**config.mk**
```make
export PLATFORM = sky130hd
export DESIGN_NAME = page_stage_cache
export DESIGN_NICKNAME = d
export VERILOG_FILES = /design/src/rtl/page_stage_cache_pkg.sv /design/src/rtl/page_stage_cache_load.sv /design/src/rtl/page_stage_cache_seq.sv /design/src/rtl/page_stage_cache.sv
export SDC_FILE = /design/constraint.sdc
export NUM_CORES = 1
export LEC_CHECK = 0
export BUFFER_PORTS_ARGS = -buffer_cell sky130_fd_sc_hd__buf_2
export CAP_MARGIN = 10
export CORE_ASPECT_RATIO = 0.9
export CORE_MARGIN = 4
export CORE_UTILIZATION = 55
export CTS_CLUSTER_SIZE = 40
export DETAILED_ROUTE_END_ITERATION = 16
export PLACE_DENSITY = 0.69
export SKIP_CTS_REPAIR_TIMING = 1
export SYNTH_ARGS = -nofsm -noshare
export SYNTH_HDL_FRONTEND = slang
export SYNTH_SLANG_ARGS = --single-unit
```
**constraint.sdc**
```tcl
create_clock -name clk -period 3.47 [get_ports clk]
set_input_delay 1.041 -clock clk [delete_from_list [all_inputs] [get_ports clk]]
set_output_delay 1.041 -clock clk [all_outputs]
set_load 0.02 [all_outputs]
```
**src/rtl/page_stage_cache_pkg.sv**
```systemverilog
package page_stage_cache_pkg;

    localparam int BYTE_W = 8;

    typedef enum logic [0:0] {
        SEQ_IDLE = 1'b0,
        SEQ_PROG = 1'b1
    } seq_state_e;

    // Width of a counter that must hold values 0..n-1 (at least 1 bit).
    function automatic int cnt_width(input int n);
        return (n > 1) ? $clog2(n) : 1;
    endfunction

endpackage

```
**src/rtl/page_stage_cache_load.sv**
```systemverilog
module page_stage_cache_load
    import page_stage_cache_pkg::*;
#(
    parameter int LINES      = 8,
    parameter int LINE_BYTES = 8,
    parameter int ADDR_W     = 12,
    localparam int OFF_W     = cnt_width(LINE_BYTES),
    localparam int LINE_W    = cnt_width(LINES),
    localparam int PAGE_W    = ADDR_W - OFF_W
) (
    input  logic                         clk,
    input  logic                         rst,
    input  logic                         accept,
    input  logic                         ld_open,
    input  logic [ADDR_W-1:0]            ld_addr,
    input  logic                         ld_valid,
    input  logic [BYTE_W-1:0]            ld_data,
    input  logic                         clr_map,
    input  logic [LINE_W-1:0]            rd_line,
    output logic [LINE_BYTES*BYTE_W-1:0] line_data,
    output logic [LINE_BYTES-1:0]        line_mask,
    output logic [LINES-1:0]             line_any,
    output logic [PAGE_W-1:0]            base_page
);
    localparam int DEPTH = LINES * LINE_BYTES;
    localparam int PTR_W = LINE_W + OFF_W;

    logic [BYTE_W-1:0] store [DEPTH];
    logic [DEPTH-1:0]  loaded;
    logic [PTR_W-1:0]  wr_ptr;

    wire take_byte = accept && ld_valid && !ld_open;

    always_ff @(posedge clk) begin
        if (rst) begin
            wr_ptr    <= '0;
            loaded    <= '0;
            base_page <= '0;
        end else if (clr_map) begin
            loaded <= '0;
        end else if (accept && ld_open) begin
            loaded    <= '0;
            wr_ptr    <= {{LINE_W{1'b0}}, ld_addr[OFF_W-1:0]};
            base_page <= ld_addr[ADDR_W-1:OFF_W];
        end else if (take_byte) begin
            loaded[wr_ptr] <= 1'b1;
            wr_ptr         <= wr_ptr + 1'b1;
        end
    end

    always_ff @(posedge clk) begin
        if (take_byte && !clr_map) begin
            store[wr_ptr] <= ld_data;
        end
    end

    for (genvar l = 0; l < LINES; l++) begin : g_line_any
        assign line_any[l] = |loaded[l*LINE_BYTES +: LINE_BYTES];
    end

    for (genvar b = 0; b < LINE_BYTES; b++) begin : g_rd_byte
        assign line_data[b*BYTE_W +: BYTE_W] = store[{rd_line, OFF_W'(b)}];
        assign line_mask[b]                  = loaded[{rd_line, OFF_W'(b)}];
    end

    // an accepted byte moves the pointer forward by exactly one (wrapping, R4)
    p_ptr_step_r3: assert property (@(posedge clk) disable iff (rst)
        take_byte && !clr_map |=> wr_ptr == PTR_W'($past(wr_ptr) + 1'b1));

    // opening a transaction empties the map and lands in line 0
    p_open_clears_r11: assert property (@(posedge clk) disable iff (rst)
        accept && ld_open && !clr_map |=> (loaded == '0) && (wr_ptr[PTR_W-1:OFF_W] == '0));

    // with accept low, the map only changes by clearing
    p_hold_busy_r9: assert property (@(posedge clk) disable iff (rst)
        !accept && !clr_map |=> $stable(loaded) && $stable(wr_ptr));

endmodule

```
**src/rtl/page_stage_cache_seq.sv**
```systemverilog
module page_stage_cache_seq
    import page_stage_cache_pkg::*;
#(
    parameter int LINES       = 8,
    parameter int PAGE_W      = 9,
    parameter int PROG_CYCLES = 50000,
    localparam int LINE_W     = cnt_width(LINES),
    localparam int TMR_W      = cnt_width(PROG_CYCLES)
) (
    input  logic              clk,
    input  logic              rst,
    input  logic              commit_req,
    input  logic [LINES-1:0]  line_any,
    input  logic [PAGE_W-1:0] base_page,
    output logic              busy,
    output logic              pg_we,
    output logic [PAGE_W-1:0] pg_page,
    output logic [LINE_W-1:0] cur_line,
    output logic              clr_map
);
    seq_state_e       state;
    logic [TMR_W-1:0] timer;
    logic [LINE_W-1:0] next_line;
    logic             last_line;
    logic             slot_end;

    always_comb begin
        next_line = cur_line + 1'b1;
        last_line = (cur_line == LINE_W'(LINES - 1)) || !line_any[next_line];
        slot_end  = (timer == TMR_W'(PROG_CYCLES - 1));
    end

    always_ff @(posedge clk) begin
        if (rst) begin
            state    <= SEQ_IDLE;
            timer    <= '0;
            cur_line <= '0;
        end else begin
            case (state)
                SEQ_IDLE: begin
                    if (commit_req && (|line_any)) begin
                        state    <= SEQ_PROG;
                        timer    <= '0;
                        cur_line <= '0;
                    end
                end
                SEQ_PROG: begin
                    if (slot_end) begin
                        timer <= '0;
                        if (last_line) begin
                            state <= SEQ_IDLE;
                        end else begin
                            cur_line <= next_line;
                        end
                    end else begin
                        timer <= timer + 1'b1;
                    end
                end
                default: state <= SEQ_IDLE;
            endcase
        end
    end

    assign busy    = (state == SEQ_PROG);
    assign pg_we   = busy && (timer == '0);
    assign pg_page = base_page + PAGE_W'(cur_line);
    assign clr_map = busy && slot_end && last_line;

    // a page strobe only ever appears during a commit
    p_we_in_busy_r7: assert property (@(posedge clk) disable iff (rst)
        pg_we |-> busy);

    // strobes are separated by a programming interval (PROG_CYCLES >= 2)
    p_we_gap_r7: assert property (@(posedge clk) disable iff (rst)
        pg_we |=> !pg_we);

    // an accepted commit starts with a strobe in the next cycle
    p_commit_start_r7: assert property (@(posedge clk) disable iff (rst)
        !busy && commit_req && (|line_any) |=> busy && pg_we);

    // an empty commit never raises busy
    p_empty_commit_r10: assert property (@(posedge clk) disable iff (rst)
        !busy && commit_req && !(|line_any) |=> !busy);

    // within one commit, each new strobe targets the page after the previous one
    p_page_step_r6: assert property (@(posedge clk) disable iff (rst)
        busy && slot_end && !last_line |=> pg_we && (pg_page == PAGE_W'($past(pg_page) + 1'b1)));

endmodule

```
**src/rtl/page_stage_cache.sv**
```systemverilog
module page_stage_cache
    import page_stage_cache_pkg::*;
#(
    parameter int LINES       = 8,
    parameter int LINE_BYTES  = 8,
    parameter int ADDR_W      = 12,
    parameter int PROG_CYCLES = 50000,
    localparam int OFF_W      = cnt_width(LINE_BYTES),
    localparam int LINE_W     = cnt_width(LINES),
    localparam int PAGE_W     = ADDR_W - OFF_W
) (
    input  logic                         clk,
    input  logic                         rst,
    input  logic                         ld_open,
    input  logic [ADDR_W-1:0]            ld_addr,
    input  logic                         ld_valid,
    input  logic [BYTE_W-1:0]            ld_data,
    input  logic                         commit_req,
    output logic                         busy,
    output logic                         pg_we,
    output logic [PAGE_W-1:0]            pg_page,
    output logic [LINE_BYTES*BYTE_W-1:0] pg_data,
    output logic [LINE_BYTES-1:0]        pg_ben
);
    logic [LINES-1:0]  line_any;
    logic [PAGE_W-1:0] base_page;
    logic [LINE_W-1:0] cur_line;
    logic              clr_map;

    page_stage_cache_load #(
        .LINES      (LINES),
        .LINE_BYTES (LINE_BYTES),
        .ADDR_W     (ADDR_W)
    ) u_load (
        .clk       (clk),
        .rst       (rst),
        .accept    (!busy),
        .ld_open   (ld_open),
        .ld_addr   (ld_addr),
        .ld_valid  (ld_valid),
        .ld_data   (ld_data),
        .clr_map   (clr_map),
        .rd_line   (cur_line),
        .line_data (pg_data),
        .line_mask (pg_ben),
        .line_any  (line_any),
        .base_page (base_page)
    );

    page_stage_cache_seq #(
        .LINES       (LINES),
        .PAGE_W      (PAGE_W),
        .PROG_CYCLES (PROG_CYCLES)
    ) u_seq (
        .clk        (clk),
        .rst        (rst),
        .commit_req (commit_req),
        .line_any   (line_any),
        .base_page  (base_page),
        .busy       (busy),
        .pg_we      (pg_we),
        .pg_page    (pg_page),
        .cur_line   (cur_line),
        .clr_map    (clr_map)
    );

    // every page write carries at least one loaded byte
    p_ben_loaded_r8: assert property (@(posedge clk) disable iff (rst)
        pg_we |-> (pg_ben != '0));

    // reset leaves the block idle
    p_reset_idle_r1: assert property (@(posedge clk)
        rst |=> !busy && !pg_we);

endmodule

```
==> results of run 1 <==
[power groups by stage]
| stage | Sequential, mW | Clock, mW | Combinational (mW) |
|---|---|---|---|
| 5_1_grt | 8.02 | 6.64 | 0.401 |
| 2_1_floorplan | 8.17 | 0 | 0.180 |
| 3_3_place_gp | 8.18 | 0 | 0.355 |
| 6_report | 8.02 | 6.19 | 0.368 |
| 3_5_place_dp | 8.18 | 0 | 0.368 |
| 4_1_cts | 8.02 | 6.30 | 0.370 |
[sequential cells by signal, indices dropped and copies added (netlist names), named ones only]
register,flops
u_load.store,512
u_load.loaded,64
u_seq.timer,16
u_load.base_page,9
u_load.wr_ptr,6
u_seq.cur_line,3
u_seq.busy,1
[routing by layer]
metal	wire, um	up-vias	track usage, %
li1	-	5826	-
met1	23100	6860	33.2
met2	25400	476	34.9
met3	3590	73	4.26
met4	969	0	5.01
met5	0	-	0
[per-stage QoR]
| stage | utilization [%] | worst slack, ns | cells | instance area [sq um] |
|---|---|---|---|---|
| 2_1_floorplan | - | 0.428 | 1364 | 24200 |
| 3_3_place_gp | 60.4 | 0.505 | 2056 | 26100 |
| 3_5_place_dp | 60.4 | 0.472 | 2056 | 26100 |
| 4_1_cts | 64.7 | -0.186 | 2165 | 28000 |
| 5_1_grt | 64.8 | -0.0223 | 2167 | 28000 |
| 6_report | 64.8 | 0.0689 | 2167 | 28000 |
[layout make-up]
type / count / area, sq um / share of cell area (%)
inverters: 10 / 37.5 / 0.134
well taps: 555 / 694 / 2.48
flip-flops and latches: 614 / 17400 / 62.2
clock buffers: 72 / 1570 / 5.58
multi-input cells: 662 / 6450 / 23.0
repair buffers: 217 / 1560 / 5.55
clock inverters: 37 / 308 / 1.10
[path summary, 6_finish.rpt]
check,from,endpoint,slack [ns],cells after the start
worst min-delay path,u_load.base_page[2],u_load.base_page[2],0.46,2
worst max register to register,u_load.loaded[24],u_seq.timer[15],0.46,7
worst max-delay path,flop,pg_data[2],0.07,5
worst min register to register,u_load.base_page[2],u_load.base_page[2],0.46,2
[worst min-delay path, stage by stage (launching register included)]
cell and delay, ns:
dfxtp_1 0.31, nand2_1 0.05, a21oi_1 0.05
[logic make-up after synthesis]
family	synth area share, %
simple gates	5.55
fa+ha+maj	0.496
compound gates	3.40
flops	71.9
xor+xnor	0.253
buf+inv	1.63
mux	16.8
[placed cells by master, fill, tap and decap left out, drive strengths merged, types with 2 or more instances in the layout]
| master | instances |
|---|---|
| nor2 | 151 |
| a211oi | 2 |
| a41oi | 4 |
| buf | 217 |
| edfxtp | 512 |
| nor2b | 7 |
| dfxtp | 102 |
| or3 | 2 |
| bufinv | 4 |
| xnor2 | 2 |
| and3 | 5 |
| and2 | 2 |
| xor2 | 5 |
| o311ai | 2 |
| ha | 8 |
| a311oi | 11 |
| nand3 | 17 |
| inv | 12 |
| a21oi | 34 |
| mux4 | 145 |
| o21ai | 74 |
| nor3b | 3 |
| a31oi | 4 |
| clkbuf | 72 |
| clkinv | 24 |
| nand2 | 53 |
| mux2 | 72 |
| nor4 | 20 |
| a211o | 2 |
| nand4 | 10 |
| clkinvlp | 7 |
| or4 | 2 |
| nand2b | 3 |
| nor3 | 3 |
| nand3b | 6 |
==> flow_metrics.tcl, run 1 <==
set metrics [dict create \
    cp.arrival_ns 2.36 \
    rows 72 \
    worst-path-buf-inv 3 \
    synth_top_area_cell "edfxtp_1" \
    critical_path.cell_chain "buf_12, buf_16, mux4_2, mux2_2, buf_2" \
    place_hpwl_um 32300 \
    cp_max_fo 22 \
    drc_errors 0 \
    grt_max_degree 66 \
    cap_violations 0 \
    synth_enable_flop_cells 512 \
    seqPwrFrac_pct 55.0 \
    syn_inst 1364 \
    cp_slowest_stage_delay_ns 0.56 \
    gr-total-overflow 0 \
    total_power_mw 14.6 \
    synth_fp_nets 1398 \
    track_usage_pct 22.3 \
    critPathTopFamily "multiplexers" \
    finalSetupTns_ns 0 \
    fin_crit_ns 3.40 \
    netlist.area_leader.share_pct 63.4 \
    design.die.area_sq_um 47500 \
    die_w_um 229 \
    grt_pass1_wl_um 81500 \
    start_util_pct 56.1 \
    finalCritPeriodShare_pct 98.0 \
    routed_wl_um 53000 \
    power_density_nw_per_um2 520 \
    yosysMostFrequentCell "edfxtp_1" \
    antennaDiodeCount 0 \
    nets 1597 \
    drtIter0Drc 1328 \
    path_class "flop to primary output" \
    synth_area_leaders "edfxtp_1, mux4_2, dfxtp_1, mux2_2, nor2_1" \
    timing.slew.headroom_pct 22.7 \
    wl_per_cell_um 24.5 \
    whs_ns 0.465 \
    cts.sinks 614 \
    power_frac_clock_pct 42.5 \
    ys_async_sr_fraction_pct 0 \
    ys_seq_elements 614 \
    area_delta_synth_final_pct 15.7 \
    worstMarginPinSlew_ns 1.16 \
    core_region_area_sq_um 43200 \
    final_max_slew_viol_count 0 \
    die_h_um 207 \
    hold_path_class "flop to flop" \
    synth-warning-count 0 \
    max_freq_ghz 0.294 \
    viasPerCell 6.11 \
    ioPinCount 108 \
    drive_above_1_share_pct 33.7 \
    synthTopCellsByCount "edfxtp_1, nor2_1, mux4_2" \
    ys.flop_type "edfxtp_1" \
    vias 13235 \
    numPortBuffers 107 \
    critical_path_required_ns 2.43 \
    intPower_mw 11.6 \
    nFillCells 2970 \
    firstDrtPassIters 5 \
    cts_max_level 2 \
    insertion_delay_ns 0.61 \
    fin_skew_ns 0.0196 \
    p_comb_share_pct 2.5 \
    hold_violations 0 \
    finalSetupViolations 0 \
    clkTransAtPathRegs_ns 0.06 \
    syn-cell-area_sq_um 24200 \
    grt_pass1_vias 13282 \
    p_sw_share_pct 20.5 \
    synth_cell_types 52 \
    status "finished clean" \
    cts_buffer_depth 3 \
    ant_nets 0 \
    cts_made_buffers 58 \
    root_buffer "clkbuf_16" \
    ir_drop_mv 0.364 \
    seq_area_frac_synth_pct 71.9 \
    power.switching_mw 2.98 \
    antenna_found_initial 0 \
    cts_tree "built" \
    cellLeakagePower_nw 9.21 \
    rsz0062_at_grt "yes" \
    synth.avg_cell_area_sq_um 17.8 \
    routabilityCongestion 0.874 \
    slowest_stage "mux4_2" \
    critPathCaptureType "primary output" \
    startpoint_type "flop" \
]
Note: power is estimated with default switching activity, not from simulation.
==> run 2: changes to the inputs <==
Clock period 3.47 ns to 3.75 ns, I/O delays scaled along.
==> flow_metrics.tcl, run 2 (synthesized netlist as in run 1, its figures left out) <==
set metrics [dict create \
    insertion_delay_ns 0.62 \
    area_delta_synth_final_pct 15.7 \
    firstDrtPassIters 5 \
    ir_drop_mv 0.363 \
    rows 72 \
    nFillCells 2947 \
    viasPerCell 6.14 \
    grt_max_degree 75 \
    fin_skew_ns 0.0188 \
    vias 13226 \
    p_comb_share_pct 2.4 \
    hold_violations 0 \
    routed_wl_um 52800 \
    drc_errors 0 \
    status "finished clean" \
    cp.arrival_ns 2.52 \
    fin_util_pct 64.9 \
    dpl_worst_slack_ns 0.703 \
    nets 1585 \
    seqPwrFrac_pct 53.0 \
    critical_path_required_ns 2.62 \
    wl_per_cell_um 24.5 \
    cts_tree "built" \
    ioPinCount 108 \
    final_area_sq_um 28100 \
    timing.slew.headroom_pct 23.9 \
    worstHoldPathCells 2 \
    rsz0062_at_grt "yes" \
    die_h_um 207 \
    power_density_nw_per_um2 499 \
    dpl_cell_area_sq_um 26000 \
    core_region_area_sq_um 43200 \
    root_buffer "clkbuf_16" \
    gr-total-overflow 0 \
    critPathCaptureType "primary output" \
    grt_pass1_vias 13074 \
    cellLeakagePower_nw 9.21 \
    final_max_slew_viol_count 0 \
    path_class "flop to primary output" \
    fin_crit_ns 3.64 \
    startpoint_type "flop" \
    max_freq_ghz 0.274 \
    cts_buffer_depth 3 \
    worstMarginPinSlew_ns 1.14 \
    drtIter0Drc 1312 \
    numPortBuffers 107 \
    power.switching_mw 2.76 \
    finalSetupViolations 0 \
    intPower_mw 11.3 \
    ant_nets 0 \
    finalSetupTns_ns 0 \
    cts_made_buffers 58 \
    antenna_found_initial 0 \
    cts.sinks 614 \
    grt_pass1_wl_um 80800 \
    antennaDiodeCount 0 \
    finalCritPeriodShare_pct 97.2 \
    cp_max_fo 41 \
    design.die.area_sq_um 47500 \
    start_util_pct 56.1 \
    top_regs "u_load.store x512, u_load.loaded x64, u_seq.timer x16" \
    die_w_um 229 \
    worstRegToRegCells 7 \
    top_register "u_load.store" \
    final_common_cell "edfxtp_1" \
    dp.cells 2046 \
    track_usage_pct 22.2 \
    final_cell_mix "edfxtp_1, nor2_1, mux4_2" \
    place_hpwl_um 31900 \
    routabilityCongestion 0.861 \
    clkTransAtPathRegs_ns 0.06 \
    drive_above_1_share_pct 33.1 \
    setup_slack_ns 0.106 \
    cts_max_level 2 \
    p_sw_share_pct 19.7 \
    final_cells 2155 \
    cap_violations 0 \
    power_frac_clock_pct 44.6 \
    hold_path_class "flop to flop" \
    largest_register_ffs 512 \
]
==> run 2: cell count changes in the layout (fill, tap and decap cells not counted), sizes merged <==
cell      before  now
bufinv         4   11
clkinvlp       7    4
inv           12   14
clkinv        24   16
buf          217  205
clkbuf        72   74
==> run 2: worst paths after layout <==
path                                     startpoint             endpoint  slack [ns]
worst min-delay path            u_load.base_page[0]  u_load.base_page[0]        0.46
worst min register to register  u_load.base_page[0]  u_load.base_page[0]        0.46
worst max register to register     u_load.loaded[0]      u_seq.timer[13]        0.79
worst max-delay path                           flop           pg_data[0]        0.11
==> run 2: routing by layer <==
metal	wire [um]	global-route usage (%)	vias up
met1	22400	32.9	6841
li1	-	-	5796
met5	0	0	-
met2	25400	34.7	511
met3	3860	4.45	78
met4	1170	5.64	0
==> run 2: power by group through the flow <==
stage	sequential [mW]	combinational, mW	clock, mW
floorplan	7.56	0.166	0
global placement	7.57	0.323	0
detailed placement	7.57	0.334	0
CTS	7.43	0.334	6.36
global route	7.43	0.364	6.67
finish	7.43	0.331	6.25
==> run 2: critical path: stages (launching register included) <==
cell and delay (ns):
dfxtp_4 0.52, buf_16 0.32, mux4_2 0.56, mux2_2 0.31
buf_4 0.17
==> run 2: cell type report <==
cell class / instances / area [sq um] / area share, %
timing repair buffer: 205 / 1370 / 4.89
inverter: 10 / 37.5 / 0.134
multi-input combinational: 662 / 6440 / 23.0
clock buffer: 74 / 1590 / 5.67
sequential: 614 / 17400 / 62.1
tap: 555 / 694 / 2.48
clock inverter: 35 / 484 / 1.73
==> run 2: metrics by stage <==
step	hold WS [ns]	power, mW
floorplan	0.441	7.73
global placement	0.453	7.90
detailed placement	0.455	7.91
CTS	0.463	14.1
global route	0.507	14.5
finish	0.463	14.0
